===== src/rtl/gwm_pkg.sv =====
package gwm_pkg;
  typedef enum logic [1:0] {
    PATH_STD  = 2'd0,
    PATH_FW2X = 2'd1,
    PATH_FW4X = 2'd2
  } gwm_path_e;
endpackage


===== src/rtl/gwm_rate_cfg.sv =====
module gwm_rate_cfg
  import gwm_pkg::*;
(
  input  logic      clk,
  input  logic      rst_n,
  input  logic      cap_en,
  input  logic      fw_en,
  input  logic [2:0] rate_in,
  input  logic      rate_wr,
  input  logic      init_done,
  output gwm_path_e path,
  output logic      cfg_err,
  output logic      fw_status
);
  logic locked_q, locked_d;
  logic quad_q, quad_d, dual_q, dual_d;
  logic err_q, err_d;
  logic stat_q;
  logic onehot_in;
  logic latch_en;

  assign onehot_in = (rate_in != 3'b000) && ((rate_in & (rate_in - 3'd1)) == 3'b000);
  assign latch_en  = !locked_q && init_done;

  always_comb begin
    locked_d = locked_q;
    quad_d   = quad_q;
    dual_d   = dual_q;
    err_d    = err_q;
    if (latch_en) begin
      locked_d = 1'b1;
      quad_d   = rate_in[2];
      dual_d   = rate_in[1];
      if (!onehot_in) err_d = 1'b1;
    end else if (locked_q && (init_done || rate_wr)) begin
      err_d = 1'b1;
    end
  end

  always_ff @(posedge clk or negedge rst_n) begin
    if (!rst_n) begin
      locked_q <= 1'b0;
      quad_q   <= 1'b0;
      dual_q   <= 1'b0;
      err_q    <= 1'b0;
      stat_q   <= 1'b0;
    end else begin
      if (latch_en) begin
        quad_q <= quad_d;
        dual_q <= dual_d;
      end
      locked_q <= locked_d;
      err_q    <= err_d;
      stat_q   <= cap_en;
    end
  end

  always_comb begin
    path = PATH_STD;
    if (locked_q && !err_q && cap_en && fw_en) begin
      if (quad_q)      path = PATH_FW4X;
      else if (dual_q) path = PATH_FW2X;
    end
  end

  assign cfg_err   = err_q;
  assign fw_status = stat_q;

  AST_RATE_HELD: assert property (@(posedge clk) disable iff (!rst_n)
    $past(locked_q) |-> ($stable(quad_q) && $stable(dual_q)));
  AST_ERR_STICKY: assert property (@(posedge clk) disable iff (!rst_n)
    $past(err_q) |-> err_q);
endmodule


===== src/rtl/gwm_be_gen.sv =====
module gwm_be_gen #(
  parameter int BE_W  = 16,
  parameter int OFF_W = 13,
  parameter int LEN_W = 12
) (
  input  logic             valid,
  input  logic [OFF_W-1:0] off,
  input  logic [OFF_W-1:0] size,
  input  logic [LEN_W-1:0] len,
  output logic [BE_W-1:0]  be
);
  localparam int SUM_W = OFF_W + 1;

  for (genvar gi = 0; gi < BE_W; gi++) begin : g_lane
    logic [SUM_W-1:0] pos;
    assign pos    = {1'b0, off} + SUM_W'(gi);
    assign be[gi] = valid && (OFF_W'(gi) < size) && (pos < SUM_W'(len));
  end
endmodule


===== src/rtl/gwm_beat_seq.sv =====
module gwm_beat_seq
  import gwm_pkg::*;
#(
  parameter int LEN_W      = 12,
  parameter int BLK_BYTES  = 64,
  parameter int QUAD_BYTES = 16,
  parameter int DUAL_BYTES = 8,
  parameter int THR_CLKS   = 4,
  localparam int OFF_W     = LEN_W + 1,
  localparam int SZ_W      = $clog2(QUAD_BYTES) + 1
) (
  input  logic             clk,
  input  logic             rst_n,
  input  gwm_path_e        path,
  input  logic             req_valid,
  input  logic [LEN_W-1:0] req_len,
  output logic             req_ready,
  output logic             std_start,
  output logic [LEN_W-1:0] std_len,
  input  logic             tgt_blk_ready,
  output logic             beat_valid,
  output logic [OFF_W-1:0] beat_off,
  output logic [OFF_W-1:0] beat_size,
  output logic [SZ_W-1:0]  beat_bytes,
  output logic [LEN_W-1:0] cur_len,
  output logic             done
);
  localparam int GRP_W  = (THR_CLKS > 1) ? $clog2(THR_CLKS) : 1;
  localparam int BLK_SH = $clog2(BLK_BYTES);

  logic             busy_q, busy_d;
  logic             quad_q, quad_d;
  logic [OFF_W-1:0] off_q, off_d;
  logic [OFF_W-1:0] end_q, end_d;
  logic [LEN_W-1:0] len_q, len_d;
  logic [GRP_W-1:0] grp_q, grp_d;
  logic             done_q, done_d;
  logic             std_q, std_d;
  logic [LEN_W-1:0] slen_q;

  logic             accept, is_fw, go, last;
  logic             ld_en, seq_en, std_en;
  logic [OFF_W-1:0] size, ext, end_calc;

  assign is_fw    = (path != PATH_STD);
  assign accept   = req_valid && !busy_q;
  assign ld_en    = accept && is_fw;
  assign std_en   = accept && !is_fw;
  assign size     = quad_q ? OFF_W'(QUAD_BYTES) : OFF_W'(DUAL_BYTES);
  assign go       = busy_q && ((grp_q != '0) || tgt_blk_ready);
  assign last     = go && ((off_q + size) == end_q);
  assign seq_en   = ld_en || go;
  assign ext      = OFF_W'(req_len) + OFF_W'(BLK_BYTES - 1);
  assign end_calc = (ext == '0 || (ext & ~OFF_W'(BLK_BYTES - 1)) == '0)
                    ? OFF_W'(BLK_BYTES) : (ext & ~OFF_W'(BLK_BYTES - 1));

  always_comb begin
    busy_d = busy_q;
    quad_d = quad_q;
    off_d  = off_q;
    end_d  = end_q;
    len_d  = len_q;
    grp_d  = grp_q;
    done_d = 1'b0;
    std_d  = 1'b0;
    if (ld_en) begin
      busy_d = 1'b1;
      quad_d = (path == PATH_FW4X);
      off_d  = '0;
      end_d  = end_calc;
      len_d  = req_len;
      grp_d  = '0;
    end else if (std_en) begin
      std_d  = 1'b1;
    end else if (go) begin
      off_d  = off_q + size;
      grp_d  = (grp_q == GRP_W'(THR_CLKS - 1)) ? '0 : grp_q + 1'b1;
      if (last) begin
        busy_d = 1'b0;
        done_d = 1'b1;
      end
    end
  end

  always_ff @(posedge clk or negedge rst_n) begin
    if (!rst_n) begin
      busy_q <= 1'b0;
      quad_q <= 1'b0;
      off_q  <= '0;
      end_q  <= '0;
      len_q  <= '0;
      grp_q  <= '0;
      done_q <= 1'b0;
      std_q  <= 1'b0;
      slen_q <= '0;
    end else begin
      busy_q <= busy_d;
      done_q <= done_d;
      std_q  <= std_d;
      if (ld_en) begin
        quad_q <= quad_d;
        end_q  <= end_d;
        len_q  <= len_d;
      end
      if (seq_en) begin
        off_q <= off_d;
        grp_q <= grp_d;
      end
      if (std_en) slen_q <= req_len;
    end
  end

  assign req_ready  = !busy_q;
  assign std_start  = std_q;
  assign std_len    = slen_q;
  assign beat_valid = go;
  assign beat_off   = off_q;
  assign beat_size  = size;
  assign beat_bytes = quad_q ? SZ_W'(QUAD_BYTES) : SZ_W'(DUAL_BYTES);
  assign cur_len    = len_q;
  assign done       = done_q;

  AST_STALL_ONLY_AT_GROUP: assert property (@(posedge clk) disable iff (!rst_n)
    (busy_q && !beat_valid) |-> (grp_q == '0));
  AST_DONE_BLOCK_ALIGNED: assert property (@(posedge clk) disable iff (!rst_n)
    done_q |-> (off_q[BLK_SH-1:0] == '0));
  AST_OFF_IN_RANGE: assert property (@(posedge clk) disable iff (!rst_n)
    busy_q |-> (off_q < end_q));
  AST_NO_STD_WHILE_BUSY: assert property (@(posedge clk) disable iff (!rst_n)
    std_q |-> !busy_q);
endmodule


===== src/rtl/gfx_wr_mode_ctrl.sv =====
module gfx_wr_mode_ctrl
  import gwm_pkg::*;
#(
  parameter int LEN_W      = 12,
  parameter int BLK_BYTES  = 64,
  parameter int QUAD_BYTES = 16,
  parameter int DUAL_BYTES = 8,
  parameter int THR_CLKS   = 4
) (
  input  logic                         clk,
  input  logic                         rst_n,
  input  logic                         cap_en,
  input  logic                         fw_en,
  input  logic [2:0]                   rate_in,
  input  logic                         rate_wr,
  input  logic                         init_done,
  output logic                         fw_status,
  output logic                         cfg_err,
  input  logic                         req_valid,
  input  logic [LEN_W-1:0]             req_len,
  output logic                         req_ready,
  output logic                         std_start,
  output logic [LEN_W-1:0]             std_len,
  input  logic                         tgt_blk_ready,
  output logic                         fw_beat_valid,
  output logic [LEN_W:0]               fw_beat_off,
  output logic [$clog2(QUAD_BYTES):0]  fw_beat_bytes,
  output logic [QUAD_BYTES-1:0]        fw_be,
  output logic                         fw_done
);
  localparam int OFF_W = LEN_W + 1;

  gwm_path_e        path;
  logic [OFF_W-1:0] beat_size;
  logic [LEN_W-1:0] cur_len;

  gwm_rate_cfg u_cfg (
    .clk       (clk),
    .rst_n     (rst_n),
    .cap_en    (cap_en),
    .fw_en     (fw_en),
    .rate_in   (rate_in),
    .rate_wr   (rate_wr),
    .init_done (init_done),
    .path      (path),
    .cfg_err   (cfg_err),
    .fw_status (fw_status)
  );

  gwm_beat_seq #(
    .LEN_W      (LEN_W),
    .BLK_BYTES  (BLK_BYTES),
    .QUAD_BYTES (QUAD_BYTES),
    .DUAL_BYTES (DUAL_BYTES),
    .THR_CLKS   (THR_CLKS)
  ) u_seq (
    .clk           (clk),
    .rst_n         (rst_n),
    .path          (path),
    .req_valid     (req_valid),
    .req_len       (req_len),
    .req_ready     (req_ready),
    .std_start     (std_start),
    .std_len       (std_len),
    .tgt_blk_ready (tgt_blk_ready),
    .beat_valid    (fw_beat_valid),
    .beat_off      (fw_beat_off),
    .beat_size     (beat_size),
    .beat_bytes    (fw_beat_bytes),
    .cur_len       (cur_len),
    .done          (fw_done)
  );

  gwm_be_gen #(
    .BE_W  (QUAD_BYTES),
    .OFF_W (OFF_W),
    .LEN_W (LEN_W)
  ) u_be (
    .valid (fw_beat_valid),
    .off   (fw_beat_off),
    .size  (beat_size),
    .len   (cur_len),
    .be    (fw_be)
  );

  AST_FW_NEEDS_ENABLES: assert property (@(posedge clk) disable iff (!rst_n)
    $fell(req_ready) |-> $past(cap_en && fw_en));
  AST_DUAL_UPPER_LANES_OFF: assert property (@(posedge clk) disable iff (!rst_n)
    (fw_beat_valid && fw_beat_bytes == ($clog2(QUAD_BYTES)+1)'(DUAL_BYTES))
      |-> (fw_be[QUAD_BYTES-1:DUAL_BYTES] == '0));
  AST_DONE_AFTER_BEAT: assert property (@(posedge clk) disable iff (!rst_n)
    fw_done |-> $past(fw_beat_valid));
endmodule


===== config.mk =====
export PLATFORM = sky130hd
export DESIGN_NAME = gfx_wr_mode_ctrl
export DESIGN_NICKNAME = d
export VERILOG_FILES = /design/src/rtl/gwm_pkg.sv /design/src/rtl/gwm_rate_cfg.sv /design/src/rtl/gwm_be_gen.sv /design/src/rtl/gwm_beat_seq.sv /design/src/rtl/gfx_wr_mode_ctrl.sv
export SDC_FILE = /design/constraint.sdc
export NUM_CORES = 1
export LEC_CHECK = 0
export BUFFER_PORTS_ARGS = -buffer_cell sky130_fd_sc_hd__clkbuf_2
export CELL_PAD_IN_SITES_DETAIL_PLACEMENT = 0
export CELL_PAD_IN_SITES_GLOBAL_PLACEMENT = 1
export CORE_AREA = 2 2 126 128
export CTS_BUF_LIST = sky130_fd_sc_hd__clkbuf_16
export DETAILED_ROUTE_END_ITERATION = 8
export DIE_AREA = 0 0 128 130
export GPL_TIMING_DRIVEN = 0
export PLACE_DENSITY = 0.6
export SYNTH_ARGS = -nofsm -noshare
export SYNTH_HDL_FRONTEND = slang
export SYNTH_SLANG_ARGS = --single-unit

===== constraint.sdc =====
create_clock -name clk -period 3.2 [get_ports clk]
set_input_delay 0.16 -clock clk [delete_from_list [all_inputs] [get_ports clk]]
set_output_delay 0.16 -clock clk [all_outputs]
set_load 0.005 [all_outputs]

==> results_dict.tcl <==
set metrics [dict create \
    cts-root-buf "clkbuf_16" \
    stdcell_count 793 \
    synthCells 513 \
    cts_inserted_buffers 5 \
    syn2layout_area_growth_pct 20.1 \
    p_leak_nw 2.79 \
    synth_seq_cells 52 \
    synth_area_mm2 0.00448 \
    place_inst 778 \
    gp_congestion 0.835 \
    grt_pass1_vias 3876 \
    async_flop_share_pct 100 \
    drc 0 \
    path_class "flop to output pin" \
    die_area_mm2 0.0166 \
    grtUsageMet3_pct 1.97 \
    htreeDepth 2 \
    worstSetupEndpointType "output pin" \
    grtUsageMet1_pct 21.0 \
    ys_types 59 \
    num-fill-cells 1662 \
    critPathTopFamily "simple AND/OR/NAND/NOR gates" \
    drv_cap 0 \
    start_util_pct 29.0 \
    die_w_um 128 \
    ys_top_cells_by_area "dfrtp_1, ha_1, mux2_2, o21ai_0, xnor2_1" \
    drv_slew 0 \
    power_per_cell_area_mw_per_mm2 447 \
    yosysTopAreaCell "dfrtp_1" \
    via_per_inst 5.10 \
    grt_max_degree 53 \
    tightest_slew_ns 0.773 \
    num_io_pins 75 \
    busiest_layer "met2" \
    grtUsageMet2_pct 26.7 \
    fin_tns_setup_ns 0 \
    ir_drop_v 0.000305 \
    antenna_found_initial 0 \
    post-route-period-util_pct 95.7 \
    finalHoldViolations 0 \
    path_clk_slew_ns 0.07 \
    setup_viol 0 \
    synth-seq-area-share_pct 29.1 \
    ant_nets 0 \
    fp-row-count 46 \
    ys.flop_type "dfrtp_1" \
    yosysTopAreaCellShare_pct 29.1 \
    diodes 0 \
    clock.fmax_mhz 326 \
    core-area_mm2 0.0154 \
    numClockSinks 52 \
    hpwl_mm 10.3 \
    skew_ns 0.00493 \
    firstDrtPassIters 5 \
    arrival_ns 2.90 \
    ys_warn_count 0 \
    synth_edf_count 0 \
    final_nets 683 \
    path_max_fanout 10 \
    wl_per_cell_um 16.5 \
    worstHoldPathType "primary input to flop" \
    drt_wl_total_mm 13.0 \
    cts_max_path_buffers 2 \
    critPathBufInv 2 \
    drive_above_1_share_pct 21.8 \
    cts_tree "built" \
    critPathLaunchType "flop" \
    grt_pass1_wl_mm 20.5 \
    insertion_delay_ns 0.29 \
    grtUsageTotal_pct 15.6 \
    critPathSlowestCell "dfrtp_1" \
    critPathRequiredTime_ns 3.04 \
    synth_most_common_cell "ha_1" \
    synthTopCellsByCount "ha_1, dfrtp_1, nand2_1, o21ai_0, a21oi_1" \
    slowest_delay_ns 0.52 \
    overflow 0 \
    total_power_mw 2.40 \
    outcome "finished, final reports clean" \
    fin_crit_ns 3.06 \
    vias 4044 \
    drt-initial-drc-count 231 \
    fp.dieH_um 130 \
    slew_headroom_pct 48.3 \
    port_buffers 68 \
    cp_cell_sequence "clkbuf_2, nand4_1, xnor2_1, ha_1, nor3b_1, nand4_1, mux2i_4, o311ai_1, a21oi_1, clkbuf_2" \
    avgSynthCellArea_um2 8.73 \
]
[state kept, by name, summed over array words and instances (netlist names)]
register / cells
u_seq.done: 1
u_cfg.quad_q: 1
u_seq.beat_off: 10
u_seq.grp_q: 2
u_cfg.locked_q: 1
u_cfg.cfg_err: 1
u_cfg.fw_status: 1
u_seq.end_q: 7
u_cfg.dual_q: 1
u_seq.busy_q: 1
u_seq.cur_len: 12
u_seq.quad_q: 1
u_seq.std_len: 12
u_seq.std_start: 1
[layout by cell type, fill, tap and decap left out, drive strengths merged, types with 3 or more instances in the layout]
| master | netlist | routed |
|---|---|---|
| nand3 | 16 | 16 |
| nor4 | 4 | 4 |
| a211oi | 4 | 4 |
| a21oi | 34 | 34 |
| mux2 | 18 | 18 |
| and3 | 8 | 8 |
| xnor2 | 21 | 21 |
| o21bai | 4 | 4 |
| a2111oi | 4 | 4 |
| a221oi | 3 | 3 |
| dfrtp | 52 | 52 |
| inv | 24 | 24 |
| nor2 | 32 | 32 |
| nand2b | 9 | 9 |
| nand2 | 44 | 44 |
| or3 | 3 | 3 |
| ha | 59 | 59 |
| clkbuf | 25 | 97 |
| conb | 1 | 6 |
| a21o | 13 | 13 |
| nor3b | 3 | 3 |
| o31ai | 4 | 4 |
| buf | 13 | 19 |
| nor4b | 3 | 3 |
| a31oi | 10 | 10 |
| nand4 | 8 | 8 |
| nor2b | 3 | 3 |
| nor3 | 5 | 5 |
| xor2 | 16 | 16 |
| o21ai | 38 | 38 |
[worst register-to-register path: stages (launching register included)]
cell and delay [ns]:
dfrtp_1 0.54, inv_1 0.17, ha_1 0.25, fa_1 0.36, clkbuf_1 0.20, xor2_1 0.20
a21o_1 0.17, a2111oi_0 0.42, o2111ai_1 0.20, nor4b_2 0.28
[per-layer routing]
| metal | wire (um) | vias up |
|---|---|---|
| li1 | - | 2010 |
| met1 | 6280 | 1917 |
| met2 | 6070 | 101 |
| met3 | 436 | 16 |
| met4 | 267 | 0 |
| met5 | 0 | - |
[kinds of logic (layout without fill, tap and decap cells)]
logic type,Yosys count,after routing,synth area share [%]
simple gates,147,147,16.8
compound gates,134,134,18.9
buf+inv,62,145,6.04
fa+ha+maj,60,60,16.9
flops,52,52,29.1
xor+xnor,37,37,7.24
mux,20,20,4.97
other cells,1,6,0.0838
[report_power, final]
part / switching, mW / total [mW] / leakage (nW) / internal, mW
Combinational: 0.547 / 0.951 / 2.10 / 0.404
Sequential: 0.109 / 0.843 / 0.615 / 0.735
Clock: 0.241 / 0.608 / 0.0814 / 0.368
Total: 0.897 / 2.40 / 2.79 / 1.51
[path summary, 6_finish.rpt]
kind / start / cells after the start / end / slack, ns
setup / recovery: u_seq.beat_off[9] / 10 / fw_be[14] / 0.14
min in group asynchronous: rst_n / 2 / u_cfg.dual_q / 0.34
max in group asynchronous: rst_n / 3 / u_seq.beat_off[5] / 2.29
hold / removal: init_done / 2 / u_cfg.locked_q / 0.10
hold reg to reg: u_cfg.cfg_err / 1 / u_cfg.cfg_err / 0.50
setup reg to reg: u_seq.quad_q / 9 / u_seq.done / 0.30
[repair_timing]
action                                  in CTS  in global routing
buffers inserted                             0                  5
endpoints found under the hold margin        1                 17
endpoints found under the setup margin      10                  8
resized for setup                            9                 10
hold buffers                                 1                  1
[final cells by class]
| cell class | instances | area, um^2 | area share [%] |
|---|---|---|---|
| inverters | 24 | 90.1 | 1.68 |
| multi-input cells | 404 | 2970 | 55.3 |
| clock inverters | 3 | 42.5 | 0.791 |
| clock buffers | 5 | 125 | 2.33 |
| flip-flops and latches | 52 | 1310 | 24.3 |
| repair buffers | 76 | 418 | 7.77 |
| plain buffers | 37 | 181 | 3.37 |
| well taps | 192 | 240 | 4.47 |
[through the flow]
step                cell area (um^2)  util [%]  hold slack (ns)  setup slack, ns
finish                          5380      34.9            0.104            0.136
global route                    5380      34.9            0.114          -0.0261
CTS                             5270      34.1           0.0930          0.00442
detailed placement              5080      32.9            0.298          -0.0849
global placement                5080      32.9            0.293          -0.0737
floorplan                       4500         -           -0.136            0.720
(Power assumes the default switching activity.)
